**config.mk**
```make
export PLATFORM = sky130hd
export DESIGN_NAME = disk_dma_channel
export DESIGN_NICKNAME = d
export VERILOG_FILES = /design/src/rtl/disk_dma_pkg.sv /design/src/rtl/disk_dma_regs.sv /design/src/rtl/disk_dma_engine.sv /design/src/rtl/disk_dma_channel.sv
export SDC_FILE = /design/constraint.sdc
export NUM_CORES = 1
export LEC_CHECK = 0
export ABC_AREA = 1
export CELL_PAD_IN_SITES_DETAIL_PLACEMENT = 1
export CELL_PAD_IN_SITES_GLOBAL_PLACEMENT = 1
export CORE_UTILIZATION = 34
export CTS_CLUSTER_DIAMETER = 80
export DETAILED_ROUTE_END_ITERATION = 10
export PLACE_DENSITY_LB_ADDON = 0.1
export SYNTH_ARGS = -nofsm -noshare
export SYNTH_HDL_FRONTEND = slang
export SYNTH_SLANG_ARGS = --single-unit
export TNS_END_PERCENT = 30
```
**constraint.sdc**
```tcl
create_clock -name clk -period 2 [get_ports clk]
set_input_delay 0.2 -clock clk [delete_from_list [all_inputs] [get_ports clk]]
set_output_delay 0.2 -clock clk [all_outputs]
set_load 0.02 [all_outputs]
```
**src/rtl/disk_dma_pkg.sv**
```systemverilog
// Shared constants and types for the disk DMA channel.
// Assumes 32-bit dword data and byte-granular 32-bit memory addresses.
package disk_dma_pkg;
    localparam int WORD_W = 32;

    localparam logic [2:0] OFS_CMD   = 3'd0;
    localparam logic [2:0] OFS_STAT  = 3'd2;
    localparam logic [2:0] OFS_TABLE = 3'd4;

    localparam int CMD_RUN   = 0;
    localparam int CMD_TOMEM = 3;

    localparam int ST_BUSY   = 0;
    localparam int ST_FAULT  = 1;
    localparam int ST_IRQ    = 2;
    localparam int ST_CAP0   = 5;
    localparam int ST_CAP1   = 6;
    localparam int ST_SOLO   = 7;

    localparam int ENTRY_END = 31;

    typedef enum logic [1:0] {
        ENG_IDLE,
        ENG_GET_ADDR,
        ENG_GET_LEN,
        ENG_MOVE
    } eng_state_t;
endpackage

```
**src/rtl/disk_dma_regs.sv**
```systemverilog
// Host register file of the DMA channel: command, status and table pointer.
// Assumes single-cycle write strobes; reads are combinational on host_addr.
// Produces launch/halt pulses and the interrupt edge for the engine.
module disk_dma_regs
    import disk_dma_pkg::*;
#(
    parameter bit SIMPLEX = 1'b0
) (
    input  logic              clk,
    input  logic              rst_n,
    input  logic              host_wr,
    input  logic [2:0]        host_addr,
    input  logic [WORD_W-1:0] host_wdata,
    output logic [WORD_W-1:0] host_rdata,
    input  logic              dev_irq,
    input  logic              active,
    input  logic              err_set,
    output logic              launch,
    output logic              halt,
    output logic              to_mem,
    output logic [WORD_W-1:0] table_base,
    output logic              irq_rise
);
    logic              run_q;
    logic              dir_q;
    logic [1:0]        cap_q;
    logic              fault_q;
    logic              irq_flag_q;
    logic              irq_prev_q;
    logic [WORD_W-3:0] base_q;
    logic              wr_cmd, wr_stat, wr_table;

    // Decode which register a write targets.
    always_comb begin
        wr_cmd   = host_wr && (host_addr == OFS_CMD);
        wr_stat  = host_wr && (host_addr == OFS_STAT);
        wr_table = host_wr && (host_addr == OFS_TABLE);
    end

    // Run-bit transitions become one-cycle engine commands.
    always_comb begin
        launch   = wr_cmd &&  host_wdata[CMD_RUN] && !run_q;
        halt     = wr_cmd && !host_wdata[CMD_RUN] &&  run_q;
        irq_rise = dev_irq && !irq_prev_q;
    end

    // Command register; direction is frozen while the engine runs.
    always_ff @(posedge clk) begin
        if (!rst_n) begin
            run_q <= 1'b0;
            dir_q <= 1'b0;
        end else if (wr_cmd) begin
            run_q <= host_wdata[CMD_RUN];
            if (!active) dir_q <= host_wdata[CMD_TOMEM];
        end
    end

    // Status flags: set events win over write-one-to-clear.
    always_ff @(posedge clk) begin
        if (!rst_n) begin
            cap_q      <= '0;
            fault_q    <= 1'b0;
            irq_flag_q <= 1'b0;
            irq_prev_q <= 1'b0;
        end else begin
            irq_prev_q <= dev_irq;
            if (wr_stat) cap_q <= {host_wdata[ST_CAP1], host_wdata[ST_CAP0]};
            if (err_set)                            fault_q <= 1'b1;
            else if (wr_stat && host_wdata[ST_FAULT]) fault_q <= 1'b0;
            if (irq_rise)                           irq_flag_q <= 1'b1;
            else if (wr_stat && host_wdata[ST_IRQ]) irq_flag_q <= 1'b0;
        end
    end

    // Descriptor table pointer, dword aligned.
    always_ff @(posedge clk) begin
        if (!rst_n) base_q <= '0;
        else if (wr_table) base_q <= host_wdata[WORD_W-1:2];
    end

    // Read multiplexer and engine-facing outputs.
    always_comb begin
        to_mem     = dir_q;
        table_base = {base_q, 2'b00};
        host_rdata = '0;
        case (host_addr)
            OFS_CMD: begin
                host_rdata[CMD_RUN]   = run_q;
                host_rdata[CMD_TOMEM] = dir_q;
            end
            OFS_STAT: begin
                host_rdata[ST_BUSY]  = active;
                host_rdata[ST_FAULT] = fault_q;
                host_rdata[ST_IRQ]   = irq_flag_q;
                host_rdata[ST_CAP0]  = cap_q[0];
                host_rdata[ST_CAP1]  = cap_q[1];
                host_rdata[ST_SOLO]  = SIMPLEX;
            end
            OFS_TABLE: host_rdata = {base_q, 2'b00};
            default:   host_rdata = '0;
        endcase
    end

    AST_IRQ_LATCHED: assert property (@(posedge clk) disable iff (!rst_n)
        irq_rise |=> irq_flag_q);
    AST_FAULT_CLEARS: assert property (@(posedge clk) disable iff (!rst_n)
        (wr_stat && host_wdata[ST_FAULT] && !err_set) |=> !fault_q);
    AST_DIR_FROZEN: assert property (@(posedge clk) disable iff (!rst_n)
        active |=> $stable(dir_q));
endmodule

```
**src/rtl/disk_dma_engine.sv**
```systemverilog
// Descriptor walker and word mover of the DMA channel.
// Assumes dword-multiple region lengths; one word is buffered at a time.
// Withdraws any pending memory request on halt or device-end abort.
module disk_dma_engine
    import disk_dma_pkg::*;
#(
    parameter int LEN_W = 16
) (
    input  logic              clk,
    input  logic              rst_n,
    input  logic              launch,
    input  logic              halt,
    input  logic              to_mem,
    input  logic [WORD_W-1:0] table_base,
    input  logic              irq_rise,
    output logic              active,
    output logic              err_set,
    output logic              mem_req,
    output logic              mem_we,
    output logic [WORD_W-1:0] mem_addr,
    output logic [WORD_W-1:0] mem_wdata,
    input  logic              mem_ack,
    input  logic [WORD_W-1:0] mem_rdata,
    input  logic              dev_rx_valid,
    input  logic [WORD_W-1:0] dev_rx_data,
    output logic              dev_rx_ready,
    output logic              dev_tx_valid,
    output logic [WORD_W-1:0] dev_tx_data,
    input  logic              dev_tx_ready
);
    localparam int WORDS_W = LEN_W - 1;
    localparam logic [WORDS_W-1:0] FULL_WORDS = WORDS_W'(1) << (LEN_W - 2);

    eng_state_t        state;
    logic [WORD_W-1:0] entry_ptr;
    logic [WORD_W-1:0] region_ptr;
    logic [WORD_W-1:0] hold;
    logic              hold_full;
    logic [WORDS_W-1:0] words_left;
    logic              final_entry;
    logic              tail_watch;
    logic              moving, beat_done, abort;

    // Bus and stream handshakes derived from state and the holding word.
    always_comb begin
        moving       = (state == ENG_MOVE);
        active       = (state != ENG_IDLE);
        mem_req      = (state == ENG_GET_ADDR) || (state == ENG_GET_LEN) ||
                       (moving && (to_mem ? hold_full : !hold_full));
        mem_we       = moving && to_mem;
        mem_addr     = moving ? region_ptr : entry_ptr;
        mem_wdata    = hold;
        dev_rx_ready = moving && to_mem && !hold_full;
        dev_tx_valid = moving && !to_mem && hold_full;
        dev_tx_data  = hold;
        beat_done    = moving && hold_full && (to_mem ? mem_ack : dev_tx_ready);
        abort        = halt || (irq_rise && active);
        err_set      = (irq_rise && active) ||
                       (!active && tail_watch && dev_rx_valid && !irq_rise && !launch);
    end

    // Sequencer: fetch entry address, fetch length, move words, repeat.
    always_ff @(posedge clk) begin
        if (!rst_n) begin
            state       <= ENG_IDLE;
            entry_ptr   <= '0;
            region_ptr  <= '0;
            hold        <= '0;
            hold_full   <= 1'b0;
            words_left  <= '0;
            final_entry <= 1'b0;
            tail_watch  <= 1'b0;
        end else if (abort) begin
            state      <= ENG_IDLE;
            hold_full  <= 1'b0;
            tail_watch <= 1'b0;
        end else begin
            case (state)
                ENG_IDLE: begin
                    if (launch) begin
                        state      <= ENG_GET_ADDR;
                        entry_ptr  <= table_base;
                        tail_watch <= 1'b0;
                    end else if (irq_rise || dev_rx_valid) begin
                        tail_watch <= 1'b0;
                    end
                end
                ENG_GET_ADDR: begin
                    if (mem_ack) begin
                        region_ptr <= {mem_rdata[WORD_W-1:2], 2'b00};
                        entry_ptr  <= entry_ptr + 32'd4;
                        state      <= ENG_GET_LEN;
                    end
                end
                ENG_GET_LEN: begin
                    if (mem_ack) begin
                        words_left  <= (mem_rdata[LEN_W-1:2] == '0) ? FULL_WORDS
                                       : WORDS_W'(mem_rdata[LEN_W-1:2]);
                        final_entry <= mem_rdata[ENTRY_END];
                        entry_ptr   <= entry_ptr + 32'd4;
                        hold_full   <= 1'b0;
                        state       <= ENG_MOVE;
                    end
                end
                ENG_MOVE: begin
                    if (!hold_full) begin
                        if (to_mem && dev_rx_valid) begin
                            hold      <= dev_rx_data;
                            hold_full <= 1'b1;
                        end else if (!to_mem && mem_ack) begin
                            hold      <= mem_rdata;
                            hold_full <= 1'b1;
                        end
                    end else if (beat_done) begin
                        hold_full  <= 1'b0;
                        region_ptr <= region_ptr + 32'd4;
                        words_left <= words_left - WORDS_W'(1);
                        if (words_left == WORDS_W'(1)) begin
                            if (final_entry) begin
                                state      <= ENG_IDLE;
                                tail_watch <= to_mem;
                            end else begin
                                state <= ENG_GET_ADDR;
                            end
                        end
                    end
                end
                default: state <= ENG_IDLE;
            endcase
        end
    end

    AST_REQ_HELD: assert property (@(posedge clk) disable iff (!rst_n)
        (mem_req && !mem_ack && !halt && !irq_rise) |=>
        (mem_req && $stable(mem_addr) && $stable(mem_we) && $stable(mem_wdata)));
    AST_IDLE_QUIET: assert property (@(posedge clk) disable iff (!rst_n)
        !active |-> (!mem_req && !dev_rx_ready && !dev_tx_valid));
    AST_HALT_STOPS: assert property (@(posedge clk) disable iff (!rst_n)
        halt |=> !active);
    AST_EARLY_END: assert property (@(posedge clk) disable iff (!rst_n)
        (irq_rise && active) |=> !active);
endmodule

```
**src/rtl/disk_dma_channel.sv**
```systemverilog
// Top of one bus-master disk DMA channel: register file plus engine.
// Assumes a memory port that acknowledges only pending requests.
module disk_dma_channel
    import disk_dma_pkg::*;
#(
    parameter int LEN_W   = 16,
    parameter bit SIMPLEX = 1'b0
) (
    input  logic        clk,
    input  logic        rst_n,
    input  logic        host_wr,
    input  logic [2:0]  host_addr,
    input  logic [31:0] host_wdata,
    output logic [31:0] host_rdata,
    output logic        mem_req,
    output logic        mem_we,
    output logic [31:0] mem_addr,
    output logic [31:0] mem_wdata,
    input  logic        mem_ack,
    input  logic [31:0] mem_rdata,
    input  logic        dev_rx_valid,
    input  logic [31:0] dev_rx_data,
    output logic        dev_rx_ready,
    output logic        dev_tx_valid,
    output logic [31:0] dev_tx_data,
    input  logic        dev_tx_ready,
    input  logic        dev_irq
);
    logic              launch, halt, to_mem, irq_rise, active, err_set;
    logic [WORD_W-1:0] table_base;

    disk_dma_regs #(.SIMPLEX(SIMPLEX)) u_regs (
        .clk(clk), .rst_n(rst_n), .host_wr(host_wr), .host_addr(host_addr),
        .host_wdata(host_wdata), .host_rdata(host_rdata), .dev_irq(dev_irq),
        .active(active), .err_set(err_set), .launch(launch), .halt(halt),
        .to_mem(to_mem), .table_base(table_base), .irq_rise(irq_rise)
    );

    disk_dma_engine #(.LEN_W(LEN_W)) u_engine (
        .clk(clk), .rst_n(rst_n), .launch(launch), .halt(halt), .to_mem(to_mem),
        .table_base(table_base), .irq_rise(irq_rise), .active(active),
        .err_set(err_set), .mem_req(mem_req), .mem_we(mem_we),
        .mem_addr(mem_addr), .mem_wdata(mem_wdata), .mem_ack(mem_ack),
        .mem_rdata(mem_rdata), .dev_rx_valid(dev_rx_valid),
        .dev_rx_data(dev_rx_data), .dev_rx_ready(dev_rx_ready),
        .dev_tx_valid(dev_tx_valid), .dev_tx_data(dev_tx_data),
        .dev_tx_ready(dev_tx_ready)
    );
endmodule

```
After elaboration in Yosys (flattened, before gate mapping)
Index checks and enable logic that the tools add are counted.
{ "word_totals": {"out_inout_bits": 132, "latchBits": 0, "register_bits": 153, "inputBits": 106, "mem_count": 0, "mem_bits_rw": 0, "elab_cells": 144, "rom_bits": 0} }
{ "op_classes": {"n_mux": 48, "n_reduce_logical": 59, "addsub": 3, "magnitude_cmp": 0, "bitwise_logic": 4, "eq_ne": 15, "n_mul": 0, "n_div": 0, "n_shift": 0} }
{ "op_table": {"columns": ["operator", "count"], "rows": [
  ["32-bit two-way mux", 8],
  ["32-bit case mux with 2 select lines", 2],
  ["32-bit by 3-bit adder with 32-bit output, second input constant", 2],
  ["15-bit two-way mux", 4],
  ["15-bit case mux with 2 select lines", 1],
  ["1-bit logical AND", 24],
  ["24-bit two-way mux", 1],
  ["1-bit two-way mux", 19],
  ["2-bit nonzero test", 8],
  ["15-bit by 1-bit equality test with 1-bit output, second input constant", 1],
  ["15-bit by 1-bit subtractor with 15-bit output, second input constant", 1],
  ["14-bit logical NOT", 1],
  ["2-bit two-way mux", 6],
  ["6-bit AND reduction", 2],
  ["5-bit AND reduction", 2],
  ["1-bit logical NOT", 8],
  ["2-bit by 1-bit != test with 1-bit output, second input constant", 4],
  ["2-bit != test, second input constant", 4],
  ["1-bit case mux with 2 select lines", 4],
  ["2-bit case mux with 4 select lines", 1],
  ["4-bit AND reduction", 2],
  ["3-bit case mux with 2 select lines", 1],
  ["1-bit logical OR", 5],
  ["2-bit equality test, second input constant", 2],
  ["other kinds (11)", 16]
]} }

Longest topological paths before layout
{ "logic_depth": {"word_depth": 8, "ltp_mapped": 12, "mapped_depth_nobuf": 12} }

Cells and area by module
A second synthesis with hierarchy kept.
{ "hier_totals": {"hier_cells": 1525, "area_unflattened_um2": 9434.0} }
{ "by_module_without_submodules": {"columns": ["mod", "seq_area_each_um2", "n_inst", "area_per_inst_um2", "cells_each"], "rows": [
  ["disk_dma_engine", 2282.2, 1, 7790.0, 1303],
  ["disk_dma_regs", 740.7, 1, 1644.1, 222]
]} }

Worst setup path after synthesis
Ideal clock, no wire load.
{ "synth_timing": {"path_kind": "register -> output", "startpoint": "register u_engine.state[0]", "endpoint": "output port mem_addr[12]", "path_slack_ns": 0.117, "path_stages_with_launch": 7, "path_buffers": 4, "arrival_time_ns": 1.683, "path_cell_list": "dfxtp_1 > ha_1 > buf_2 > buf_2 > buf_2 > clkbuf_1 > o21ai_0"} }
{ "synth_via": {"elab_chain_cells": 2} }
{ "synth_lines": {"columns": ["item", "line_no", "text"], "rows": [
  ["start: declaration", "disk_dma_engine.sv:34", "eng_state_t state;"],
  ["start signal: assignment", "disk_dma_engine.sv:65", "state <= ENG_IDLE;"],
  ["start signal: assignment", "disk_dma_engine.sv:74", "state <= ENG_IDLE;"],
  ["start signal: assignment", "disk_dma_engine.sv:81", "state <= ENG_GET_ADDR;"],
  ["2-bit equality test", "disk_dma_engine.sv:46", "moving = (state == ENG_MOVE);"],
  ["32-bit two-way mux", "disk_dma_engine.sv:51", "mem_addr = moving ? region_ptr : entry_ptr;"],
  ["end: declaration", "disk_dma_channel.sv:17", "output logic [31:0] mem_addr,"]
]} }
No other way between the ends.

Final worst setup path
{ "layout_timing": {"startpoint": "register u_engine.state[1]", "endpoint": "output port mem_addr[9]"} }
Same word-level chain as after synthesis.

==> reports/results.ini <==
[timing]
finalCriticalPeriod_ns = 2.00
worst_slack_ns = -0.000881
slew_viol_final = 0
max_freq_mhz = 500
finalSetupViolCount = 1
min_period_over_period_pct = 100
finalHoldViolations = 0
finClkSkew_ns = 0.0141
rsz0062_at_grt = yes
fin_hold_ws_ns = 0.185

[critical_path]
r2r_end = u_engine.region_ptr[27]
worstSetupPathType = reg -> out
crit_path_start = u_engine.state[1]
rr_startpoint = u_engine.state[0]
endpoint_kind = output pin
cp-start-kind = flip-flop
crit_fanout = 14
cp_data_required_time_ns = 1.80
r2r_cells = 11
reg2reg_slack_ns = 0.05
cp.arrival_ns = 1.80

[outcome]
violations = negative setup slack
status = finished with violations

[synth]
synth_area_mm2 = 0.00954
ys_seq_area_share_pct = 31.3
yosys.area.top_type = dfxtp_1
synthFlopType = dfxtp_1
synth_seq_cells = 149
yosysWarningCount = 0
synth-edff-count = 0
synth_common_cells = 410 x nand2_1, 302 x nor2_1, 149 x dfxtp_1, 149 x inv_1, 99 x o21ai_0
synth_area_leaders = dfxtp_1 31%, nand2_1 16%, nor2_1 12%
yosys.cell_count.top_type = nand2_1
avgSynthCellArea_um2 = 6.05
synth_cells = 1577
synth_top_area_share_pct = 31.3
async_reset_ff_share_pct = 0
synthDistinctLibCells = 43

[cells_and_area]
nFillCells = 3617
n_antenna_cell = 0
multi_input_area_mm2 = 0.00547
final_util_pct = 48.5
regArea_mm2 = 0.00299
drive_gt1_share_pct = 13.2
nets = 1925
syn_to_final_growth_pct = 38.4
layout.cells.non_filler = 2195

[routing]
met3_length_um = 1300
drt-met1-wl_um = 16400
drt_iter0_markers = 577
ant_nets = 0
wl_met2_um = 18300
routedWlPerCell_um = 16.6
drc_errors = 0
vias = 10963
via_per_inst = 4.99
wl_um = 36500
top_layer_used = met4
drt_first_pass_iters = 5

[die]
dieArea_mm2 = 0.0287
fp.dieH_um = 170
die_w_um = 170
io_pins = 238
row_count = 60
start_util_pct = 35.0
core_mm2 = 0.0273

[cts]
cts_max_level = 4
hold_buffers = 0
ctsLongestPathBuffers = 2
path_clk_slew_ns = 0.07
numCtsBuffers = 17
cts_tree = built
clk_latency_ns = 0.44
clkSinkCount = 149
cts_root_buf = clkbuf_16

[hold_path]
hold_class = in -> reg
hold_path.startpoint = rst_n
holdPathStages = 3
min_to = u_regs.base_q[15]

[pwr]
powerDensity_mw_per_mm2 = 954
p_total_mw = 12.6
p_leak_nw = 5.59
peakVddDrop_mv = 0.589

[global_routing]
antenna_found_initial = 0
grt_pass1_vias = 11018
grt_start_max_net_pins = 82
grt_overflow = 0
grt_first_pass_wirelength_um = 57100
grt_util_all_layers_pct = 25.1

[place]
dp_hpwl_um = 26600
dp_cells = 2154
portBuffers = 235
gp_congestion = 0.853
dp_slack_ns = -0.168

[flow_run]
drv_cap = 0

critical path, cell delays in order (launching register included):
cell     delay (ns)
dfxtp_2        0.34
ha_4           0.21
buf_12         0.14
buf_16         0.14
o21ai_1        0.30
buf_2          0.23
cell usage in the layout, fill, tap and decap left out, types with 7 or more instances in the layout:
cell type          n
a21oi_1           87
buf_12            15
buf_2             25
buf_4             68
clkbuf_16         19
clkdlybuf4s50_1  168
dfxtp_1          147
dlygate4sd2_1     32
inv_1            146
inv_2             12
inv_6              7
mux2_2            31
nand2_1          407
nand3_1           84
nand4_1            8
nor2_1           299
nor2_2            11
nor3_1            20
o21ai_0           85
o21ai_1           51
o21ai_2            7
or2_2              7
final cells by class:
type / instances / area share (%)
clock buffers: 17 / 3.22
clock inverters: 15 / 1.36
inverters: 160 / 4.62
multi-input cells: 1163 / 41.4
flip-flops and latches: 149 / 22.6
well taps: 372 / 3.52
repair buffers: 319 / 23.2
per-stage QoR:
stage	TNS, ns	instance area (um2)
5_1_grt	-0.200	13200
3_5_place_dp	-4.43	12500
6_report	-0.000881	13200
4_1_cts	-0.484	13100
2_1_floorplan	0	9540
3_3_place_gp	-2.53	12500
cells by family after synthesis:
kind of cell	synth area share, %
and+or+nand+nor	36.5
buffers and inverters	12.5
AOI/OAI and AO/OA	14.3
DFF	31.3
muxes	3.78
adders and majority gates	1.18
xor gates and xnor gates	0.459
other	0.0393
layer usage:
metal / track usage, % / up-vias
met2: 44.9 / 219
met5: 0 / -
li1: - / 5456
met3: 3.52 / 39
met4: 5.41 / 0
met1: 31.9 / 5249
registers in the layout, indices dropped and copies added (netlist names), 2 cells and up:
register              count
u_engine.entry_ptr       30
u_regs.base_q            30
u_regs.cap_q              2
u_engine.words_left      15
u_engine.region_ptr      30
u_engine.state            2
u_engine.dev_tx_data     32
where the power goes:
group | internal, mW | total (mW) | switching (mW)
sequential | 3.50 | 4.15 | 0.647
clock | 1.90 | 3.44 | 1.55
combinational | 2.03 | 5.00 | 2.97
total | 7.43 | 12.6 | 5.16
worst max path at each step:
stage,end,slack (ns),cells after the start
2_1_floorplan,mem_addr[12],0.12,6
3_3_place_gp,host_rdata[26],-0.10,6
3_5_place_dp,host_rdata[18],-0.17,6
4_1_cts,mem_addr[29],-0.06,5
5_1_grt,mem_addr[12],-0.07,6
6_report,mem_addr[9],-0.0009,5
repair_timing:
| item | in CTS | in global routing |
|---|---|---|
| pin swaps | 1 | 6 |
| gates cloned | 2 | 3 |
| resized for setup | 161 | 47 |
| endpoints found under the setup margin | 66 | 125 |
| buffers inserted | 1 | 3 |
No activity file was read; power rests on OpenSTA's default activity.
